**config.mk**
```make
export PLATFORM = sky130hd
export DESIGN_NAME = rtc_sec_top
export DESIGN_NICKNAME = d
export VERILOG_FILES = /design/src/rtl/rtc_sec_pkg.sv /design/src/rtl/rtc_sec_prescaler.sv /design/src/rtl/rtc_sec_counter.sv /design/src/rtl/rtc_sec_regs.sv /design/src/rtl/rtc_sec_top.sv
export SDC_FILE = /design/constraint.sdc
export NUM_CORES = 1
export LEC_CHECK = 0
export CAP_MARGIN = 20
export CORE_MARGIN = 10
export CORE_UTILIZATION = 69
export CTS_BUF_LIST = sky130_fd_sc_hd__clkbuf_16
export DETAILED_ROUTE_END_ITERATION = 10
export DONT_BUFFER_PORTS = 1
export PLACE_DENSITY = 0.82
export SETUP_SLACK_MARGIN = 0.3
export SLEW_MARGIN = 0
export SYNTH_ARGS = -nofsm -noshare
export SYNTH_HDL_FRONTEND = slang
export SYNTH_SLANG_ARGS = --single-unit
export TNS_END_PERCENT = 1
```
**constraint.sdc**
```tcl
create_clock -name clk -period 7 [get_ports clk]
set_input_delay 0.35 -clock clk [delete_from_list [all_inputs] [get_ports clk]]
set_output_delay 0.35 -clock clk [all_outputs]
set_load 0.02 [all_outputs]
```
**src/rtl/rtc_sec_pkg.sv**
```systemverilog
package rtc_sec_pkg;

  // Word index of each register: byte offset bits [4:2]
  typedef enum logic [2:0] {
    RI_COUNT  = 3'd0,
    RI_ALARM  = 3'd1,
    RI_STAGE  = 3'd2,
    RI_CTRL   = 3'd3,
    RI_MSTAT  = 3'd4,
    RI_RSTAT  = 3'd5,
    RI_ACK    = 3'd6,
    RI_VER    = 3'd7
  } reg_idx_e;

  localparam int unsigned CTRL_W = 4;

  // Control register, bit 3 down to bit 0
  typedef struct packed {
    logic wrap;
    logic cnt_en;
    logic mask;
    logic int_en;
  } ctrl_t;

endpackage

```
**src/rtl/rtc_sec_prescaler.sv**
```systemverilog
module rtc_sec_prescaler #(
  parameter int unsigned TICK_DIV = 32768
) (
  input  logic clk,
  input  logic rst,
  input  logic run,
  output logic tick
);

  localparam int unsigned PW = (TICK_DIV > 2) ? $clog2(TICK_DIV) : 1;
  localparam logic [PW-1:0] LAST = PW'(TICK_DIV - 1);

  logic [PW-1:0] phase_q;

  always_ff @(posedge clk) begin
    if (rst || !run) begin
      phase_q <= '0;
    end else if (phase_q == LAST) begin
      phase_q <= '0;
    end else begin
      phase_q <= phase_q + 1'b1;
    end
  end

  assign tick = run && (phase_q == LAST);

endmodule

```
**src/rtl/rtc_sec_counter.sv**
```systemverilog
module rtc_sec_counter #(
  parameter int unsigned CNT_W = 32
) (
  input  logic             clk,
  input  logic             rst,
  input  logic             tick,
  input  logic             stage_wr,
  input  logic [CNT_W-1:0] stage_val,
  input  logic [CNT_W-1:0] alarm_val,
  input  logic             wrap_en,
  output logic [CNT_W-1:0] count,
  output logic             stage_pend,
  output logic             hit
);

  logic [CNT_W-1:0] count_q;
  logic [CNT_W-1:0] count_nxt;
  logic             pend_q;
  logic             at_alarm;

  assign at_alarm = (count_q == alarm_val);

  always_comb begin
    if (pend_q) begin
      count_nxt = stage_val;
    end else if (wrap_en && at_alarm) begin
      count_nxt = stage_val;
    end else begin
      count_nxt = count_q + 1'b1;
    end
  end

  always_ff @(posedge clk) begin
    if (rst) begin
      count_q <= '0;
      pend_q  <= 1'b0;
    end else begin
      if (tick) begin
        count_q <= count_nxt;
      end
      if (stage_wr) begin
        pend_q <= 1'b1;
      end else if (tick) begin
        pend_q <= 1'b0;
      end
    end
  end

  assign hit        = tick && (count_nxt == alarm_val);
  assign count      = count_q;
  assign stage_pend = pend_q;

endmodule

```
**src/rtl/rtc_sec_regs.sv**
```systemverilog
module rtc_sec_regs
  import rtc_sec_pkg::*;
#(
  parameter int unsigned ADDR_W  = 8,
  parameter int unsigned DATA_W  = 32,
  parameter int unsigned CNT_W   = 32,
  parameter logic [31:0] VERSION = 32'h0001_0000
) (
  input  logic              clk,
  input  logic              rst,
  input  logic [ADDR_W-1:0] bus_addr,
  input  logic              bus_wr,
  input  logic [DATA_W-1:0] bus_wdata,
  input  logic              bus_rd,
  output logic [DATA_W-1:0] bus_rdata,
  input  logic [CNT_W-1:0]  count,
  input  logic              hit,
  output ctrl_t             ctrl,
  output logic [CNT_W-1:0]  alarm_q,
  output logic [CNT_W-1:0]  stage_q,
  output logic              stage_wr,
  output logic              raw_q,
  output logic              masked
);

  localparam int unsigned HI_W = ADDR_W - 5;

  logic     mapped;
  reg_idx_e idx;
  logic     wr_alarm;
  logic     wr_ctrl;
  logic     rd_ack;
  logic [DATA_W-1:0] rd_mux;

  assign mapped   = (bus_addr[ADDR_W-1:5] == HI_W'(0)) && (bus_addr[1:0] == 2'b00);
  assign idx      = reg_idx_e'(bus_addr[4:2]);
  assign wr_alarm = bus_wr && mapped && (idx == RI_ALARM);
  assign stage_wr = bus_wr && mapped && (idx == RI_STAGE);
  assign wr_ctrl  = bus_wr && mapped && (idx == RI_CTRL);
  assign rd_ack   = bus_rd && mapped && (idx == RI_ACK);

  always_ff @(posedge clk) begin
    if (rst) begin
      alarm_q <= '0;
      stage_q <= '0;
      ctrl    <= '0;
    end else begin
      if (wr_alarm) alarm_q <= bus_wdata[CNT_W-1:0];
      if (stage_wr) stage_q <= bus_wdata[CNT_W-1:0];
      if (wr_ctrl)  ctrl    <= ctrl_t'(bus_wdata[CTRL_W-1:0]);
    end
  end

  // Alarm event wins over an acknowledge in the same cycle
  always_ff @(posedge clk) begin
    if (rst) begin
      raw_q <= 1'b0;
    end else if (hit && ctrl.int_en) begin
      raw_q <= 1'b1;
    end else if (rd_ack) begin
      raw_q <= 1'b0;
    end
  end

  assign masked = raw_q && !ctrl.mask;

  always_comb begin
    rd_mux = '0;
    if (mapped) begin
      unique case (idx)
        RI_COUNT: rd_mux = DATA_W'(count);
        RI_ALARM: rd_mux = DATA_W'(alarm_q);
        RI_STAGE: rd_mux = DATA_W'(stage_q);
        RI_CTRL:  rd_mux = DATA_W'(ctrl);
        RI_MSTAT: rd_mux = DATA_W'(masked);
        RI_RSTAT: rd_mux = DATA_W'(raw_q);
        RI_ACK:   rd_mux = '0;
        RI_VER:   rd_mux = DATA_W'(VERSION);
        default:  rd_mux = '0;
      endcase
    end
  end

  always_ff @(posedge clk) begin
    if (rst) begin
      bus_rdata <= '0;
    end else if (bus_rd) begin
      bus_rdata <= rd_mux;
    end
  end

endmodule

```
**src/rtl/rtc_sec_top.sv**
```systemverilog
module rtc_sec_top
  import rtc_sec_pkg::*;
#(
  parameter int unsigned TICK_DIV = 32768,
  parameter int unsigned ADDR_W   = 8,
  parameter int unsigned DATA_W   = 32,
  parameter logic [31:0] VERSION  = 32'h0001_0000
) (
  input  logic              clk,
  input  logic              rst,
  input  logic [ADDR_W-1:0] reg_addr,
  input  logic              reg_wr,
  input  logic [DATA_W-1:0] reg_wdata,
  input  logic              reg_rd,
  output logic [DATA_W-1:0] reg_rdata,
  output logic              alarm_irq
);

  localparam int unsigned CNT_W = DATA_W;

  ctrl_t            ctrl;
  logic             tick;
  logic [CNT_W-1:0] count;
  logic [CNT_W-1:0] alarm_q;
  logic [CNT_W-1:0] stage_q;
  logic             stage_wr;
  logic             stage_pend;
  logic             hit;
  logic             raw_q;
  logic             masked;

  rtc_sec_prescaler #(.TICK_DIV(TICK_DIV)) presc_i (
    .clk  (clk),
    .rst  (rst),
    .run  (ctrl.cnt_en),
    .tick (tick)
  );

  rtc_sec_counter #(.CNT_W(CNT_W)) cnt_i (
    .clk        (clk),
    .rst        (rst),
    .tick       (tick),
    .stage_wr   (stage_wr),
    .stage_val  (stage_q),
    .alarm_val  (alarm_q),
    .wrap_en    (ctrl.wrap),
    .count      (count),
    .stage_pend (stage_pend),
    .hit        (hit)
  );

  rtc_sec_regs #(
    .ADDR_W  (ADDR_W),
    .DATA_W  (DATA_W),
    .CNT_W   (CNT_W),
    .VERSION (VERSION)
  ) regs_i (
    .clk       (clk),
    .rst       (rst),
    .bus_addr  (reg_addr),
    .bus_wr    (reg_wr),
    .bus_wdata (reg_wdata),
    .bus_rd    (reg_rd),
    .bus_rdata (reg_rdata),
    .count     (count),
    .hit       (hit),
    .ctrl      (ctrl),
    .alarm_q   (alarm_q),
    .stage_q   (stage_q),
    .stage_wr  (stage_wr),
    .raw_q     (raw_q),
    .masked    (masked)
  );

  assign alarm_irq = masked;

endmodule

```
==> out/metrics.cfg, run 1 <==
[outcome]
status = completed

[clock_tree]
cts.sink_count = 149
htreeDepth = 4
clockBufferDepth = 2
clock_latency_ns = 0.43
cts_tree = built
clk_pin_slew_ns = 0.06
numCtsBuffers = 17
cts_resized = 0
cts_root_buf = clkbuf_16

[placed_design]
place.gp.congestion = 1.05
dp_hpwl_um = 19200
dpl_cell_area_mm2 = 0.00844
io_buffers = 0
dpl.cell_count = 1222

[detailed_routing]
via_per_inst = 6.59
wirelength_um = 28200
drc_errors = 0
ant_nets = 0
first_pass_iters = 5
num_vias = 8288
wl_per_cell_um = 22.4
dr.first_iter.drc_count = 1448

[global_routing]
grt_use_total_pct = 31.4
grt_pass1_vias = 7636
grt_pass1_wl_um = 43400
antenna_found_initial = 0
gr-total-overflow = 0
grt_max_degree = 93

[floorplan]
core_area_mm2 = 0.0121
rows = 40
fp.dieH_um = 131
die_w_um = 131
ios = 77
start_util_pct = 70.9
die_area_mm2 = 0.0173

[setup_path]
crit_path_max_fanout = 51
critPathArrivalTime_ns = 4.43
criticalPathCategory = flip-flop to flip-flop
end_kind = flip-flop
crit_path_start_kind = flip-flop
cp.required_ns = 7.35

[finish]
area.growth.synth_to_final_pct = 5.63
fin_nets = 1122
drive_above_1_share_pct = 6.43
seq_area_mm2 = 0.00298
final_util_pct = 74.9
antenna_cells = 0
multi_input_area_mm2 = 0.00510
instances_no_fill = 1257
fill_cells = 923
fin_area_mm2 = 0.00904

[synthesis]
seq_area_frac_synth_pct = 34.9
synth-async-reset-ratio_pct = 0
ys_types = 62
ys_warn_count = 0
synth_nets = 1184
synth_area_leader_cell = dfxtp_1
synth-edff-count = 0
synth_cells = 1138
netlist_top_cells_area = dfxtp_1 (35%), nand2_1 (9.0%), a21oi_1 (8.0%), xnor2_1 (5.0%), mux2i_1 (4.9%)
synth_area_mm2 = 0.00855
avgSynthCellArea_um2 = 7.52
ys_ff_latch = 149
synth_ff_type = dfxtp_1
yosysTopAreaCellShare_pct = 34.9

[job]
maxCapViolations = 0

[timing]
setup_tns_ns = 0
worstMarginPinSlew_ns = 1.12
rsz0062_at_grt = no
max-slew-margin-rel_pct = 24.9
period_needed_ns = 4.08
setup_violations = 0
fmax_mhz = 245
drv_slew = 0
skew_ns = 0.00854
min_period_over_period_pct = 58.3
final_hold_viol_count = 0

[min_path]
hold_path_class = input port to flip-flop

[power]
power_leakage_nw = 2.91
vdd_ir_drop_max_mv = 0.199
power_density_mw_per_mm2 = 191

cell usage after synthesis, types with 23 or more instances:
library cell and count:
nand3_1 58, o21ai_0 50, nand2_1 205, nand2b_1 40, inv_1 23, xnor2_1 49
xor2_1 48, nor2_1 81, clkbuf_1 72, a21oi_1 136, dfxtp_1 149, nand4_1 26
mux2i_1 42
layout by cell type (no fill, tap or decap), drive strengths merged, types with 5 or more instances in the layout:
cell type	n
a21oi	136
a22oi	6
a31o	6
and3	12
and4	6
buf	11
clkbuf	17
clkinv	7
dfxtp	149
inv	27
mux2	6
mux2i	42
nand2	205
nand2b	40
nand3	58
nand4	26
nor2	81
nor2b	7
nor3	19
nor4	10
o21ai	50
o31ai	7
or4	5
xnor2	49
xor2	48
registers in the layout (all words and copies together) (netlist names):
name,flops
cnt_i.count,32
regs_i.alarm_q,32
regs_i.bus_rdata,32
regs_i.stage_q,32
presc_i.phase_q,15
regs_i.ctrl,4
cnt_i.stage_pend,1
regs_i.raw_q,1
cell type report:
type                       instances  share of cell area [%]
sequential                       149                    33.0
tap                              168                    2.33
multi-input combinational        873                    56.4
timing repair buffer              12                    1.38
inverter                          23                   0.955
clock buffer                      17                    4.71
clock inverter                    15                    1.22
report_power, final:
group	total (mW)	internal (mW)	switching, mW
registers	0.849	0.848	0.000981
logic	0.0390	0.0154	0.0237
clock network	0.836	0.453	0.382
metrics by stage:
stage	hold slack (ns)	worst slack (ns)	total power, mW
2_1_floorplan	0.449	4.15	0.906
3_3_place_gp	0.432	3.10	0.889
3_5_place_dp	0.433	3.00	0.889
4_1_cts	0.0419	3.00	1.72
5_1_grt	0.0417	2.74	1.76
6_report	0.0437	2.92	1.72
critical path, stage by stage, from the launching register on:
cell and delay (ns):
dfxtp_1 0.46, xor2_1 0.13, or4_4 0.56, nor4_4 0.32, a31o_2 0.77, buf_4 0.60
mux2i_1 0.34, xnor2_1 0.09, a311oi_1 0.28, nand4_1 0.19, o31ai_2 0.24
final timing paths:
check	start	end	slack, ns	depth (start not counted)
min reg2reg	presc_i.phase_q[0]	presc_i.phase_q[0]	0.51	1
max reg2reg	regs_i.alarm_q[19]	regs_i.raw_q	2.92	10
min	reg_wdata[1]	regs_i.stage_q[1]	0.04	2
max	regs_i.alarm_q[19]	regs_i.raw_q	2.92	10
metal layers:
| metal | wire, um | part of all wire (%) | vias to the layer above | GRT usage [%] |
|---|---|---|---|---|
| met3 | 4490 | 16 | 73 | 13.3 |
| met5 | 0 | 0 | - | 0 |
| met4 | 1070 | 3.8 | 0 | 13.8 |
| met1 | 11200 | 40 | 3857 | 42.0 |
| met2 | 11400 | 40 | 576 | 42.9 |
| li1 | - | - | 3782 | - |
repair_timing:
| item | in CTS | in global routing |
|---|---|---|
| hold buffers | 3 | 0 |
| endpoints found under the hold margin | 92 | 0 |
| buffers inserted | 0 | 0 |
| endpoints found under the setup margin | 0 | 0 |
kinds of logic (layout without fill, tap and decap cells):
logic type | after synthesis | count (layout) | share of synthesized area (%)
DFF | 149 | 149 | 34.9
xor gates and xnor gates | 97 | 97 | 9.93
buffers and inverters | 116 | 67 | 5.78
AOI/OAI and AO/OA | 238 | 238 | 15.9
muxes | 51 | 51 | 6.49
adders and majority gates | 2 | 2 | 0.292
and+or+nand+nor | 485 | 485 | 26.7
(Power assumes the default switching activity.)
==> run 2, diff against run 1 <==
CORE_UTILIZATION = 58   (was 69)
PLACE_DENSITY = 0.73   (was 0.82)
clock period = 3.6 ns   (was 7 ns; I/O delays follow)
==> out/metrics.cfg, run 2 (synthesized netlist as in run 1, its figures left out) <==
[finish]
mostFrequentLayoutCell = nand2_1
fill_cells = 1265
layout_common_cells = nand2_1 (205), dfxtp_1 (148), a21oi_1 (136)
area.growth.synth_to_final_pct = 13.3
fin_nets = 1183
antenna_cells = 0
seq_area_mm2 = 0.00298
drive_above_1_share_pct = 8.00
multi_input_area_mm2 = 0.00510

[timing]
drv_slew = 0
skew_ns = 0.00887
final_hold_viol_count = 0
setup_tns_ns = 0
fmax_mhz = 313
worst_slack_ns = 0.403
min_period_over_period_pct = 88.8
max-slew-margin-rel_pct = 37.6
setup_violations = 0
worstMarginPinSlew_ns = 0.937
rsz0062_at_grt = no
period_needed_ns = 3.20

[power]
power_leakage_nw = 3.23
power_density_mw_per_mm2 = 376
vdd_ir_drop_max_mv = 0.357

[global_routing]
met1_usage_pct = 34.6
gr-usage-met2_pct = 37.6
grt_max_degree = 135
busiest_layer = met2
grt_pass1_vias = 7424
grt_pass1_wl_um = 41200
antenna_found_initial = 0
gr-total-overflow = 0
gr-usage-met3_pct = 6.71
grt_use_total_pct = 25.4

[setup_path]
crit_path_max_fanout = 14
criticalPathCategory = flip-flop to flip-flop
regToRegSetupSlack_ns = 0.40
critPathArrivalTime_ns = 3.54
end_kind = flip-flop
crit-reg2reg-launch = cnt_i.count[20]
crit_path_start_kind = flip-flop
startpoint = cnt_i.count[20]
reg2regPathDepth = 9
r2r-end = regs_i.raw_q
cp.required_ns = 3.95

[detailed_routing]
wirelength_um = 26200
dr.first_iter.drc_count = 1006
via_per_inst = 6.04
wl_per_cell_um = 19.7
first_pass_iters = 5
ant_nets = 0
num_vias = 8053
drc_errors = 0

[clock_tree]
cts_tree = built
clockBufferDepth = 2
numCtsBuffers = 17
htreeDepth = 4
clk_pin_slew_ns = 0.06
cts_root_buf = clkbuf_16
cts.sink_count = 149
clock_latency_ns = 0.43

[floorplan]
start_util_pct = 59.1
die_area_mm2 = 0.0200
die_w_um = 141
ios = 77
rows = 44
fp.dieH_um = 141
core_area_mm2 = 0.0145

[min_path]
hold_end = regs_i.bus_rdata[0]
hold_path_depth = 3
min-delay-start = reg_addr[3]
hold_path_class = input port to flip-flop

[outcome]
status = completed

[placed_design]
dp_hpwl_um = 17900
io_buffers = 0
place.gp.congestion = 0.996
pre_cts_ws_ns = 0.353

[job]
maxCapViolations = 0

run 2: cell count changes in the layout (fill, tap and decap cells not counted), moves of 2 or more:
cell / delta
bufinv_16: +4
clkinv_1: +3
clkinv_4: -3
dlygate4sd3_1: +35
buf_4: +24
clkinvlp_4: -2
run 2: power by group:
part | switching [mW] | internal [mW] | leakage (nW)
registers | 0.00165 | 1.65 | 1.20
clock network | 0.721 | 1.15 | 0.297
logic | 0.0637 | 0.0556 | 1.73
run 2: metrics by stage:
stage	instances	instance area, um2	hold WS [ns]	util (%)	total power, mW
5_1_grt	1334	9690	0.0406	66.9	3.72
6_report	1334	9690	0.0264	66.9	3.64
2_1_floorplan	1138	8550	0.316	-	1.76
4_1_cts	1327	9640	0.00418	66.5	3.66
3_3_place_gp	1257	8620	0.267	59.5	1.73
3_5_place_dp	1257	8620	0.270	59.5	1.73
run 2: how the worst max path moves through the flow:
stage               depth (start not counted)  slack (ns)      endpoint
floorplan                                  11        0.75  regs_i.raw_q
global placement                            9        0.42  regs_i.raw_q
detailed placement                          9        0.35  regs_i.raw_q
CTS                                         9        0.36  regs_i.raw_q
global route                               11        0.34  regs_i.raw_q
finish                                      9        0.40  regs_i.raw_q
run 2: final cells by class:
type                    count  area share (%)
multi-input cells         874            52.7
flip-flops and latches    149            30.8
repair buffers             72            6.97
clock buffers              17            4.39
well taps                 184            2.38
clock inverters            15            1.92
inverters                  23           0.891
run 2: routing by layer:
metal / share of wire, % / vias up / wire, um
li1: - / 3896 / -
met1: 44 / 3772 / 11500
met2: 44 / 338 / 11600
met3: 9.3 / 47 / 2440
met4: 2.5 / 0 / 663
met5: 0 / - / 0
run 2: timing repair:
action | 4_1_cts | 5_1_grt
endpoints found under the hold margin | 134 | 0
resized for setup | 0 | 1
setup endpoints to repair | 0 | 1
hold buffers | 38 | 0
setup buffers | 0 | 6
run 2: worst max-delay path, cell delays in order, from the launching register on:
cell and delay, ns:
dfxtp_1 0.47, xor2_1 0.17, or4_4 0.51, nor4_4 0.44, a31o_4 0.35, mux2_2 0.37
a22o_1 0.19, nor4_2 0.27, nand4_1 0.14, o31ai_2 0.20
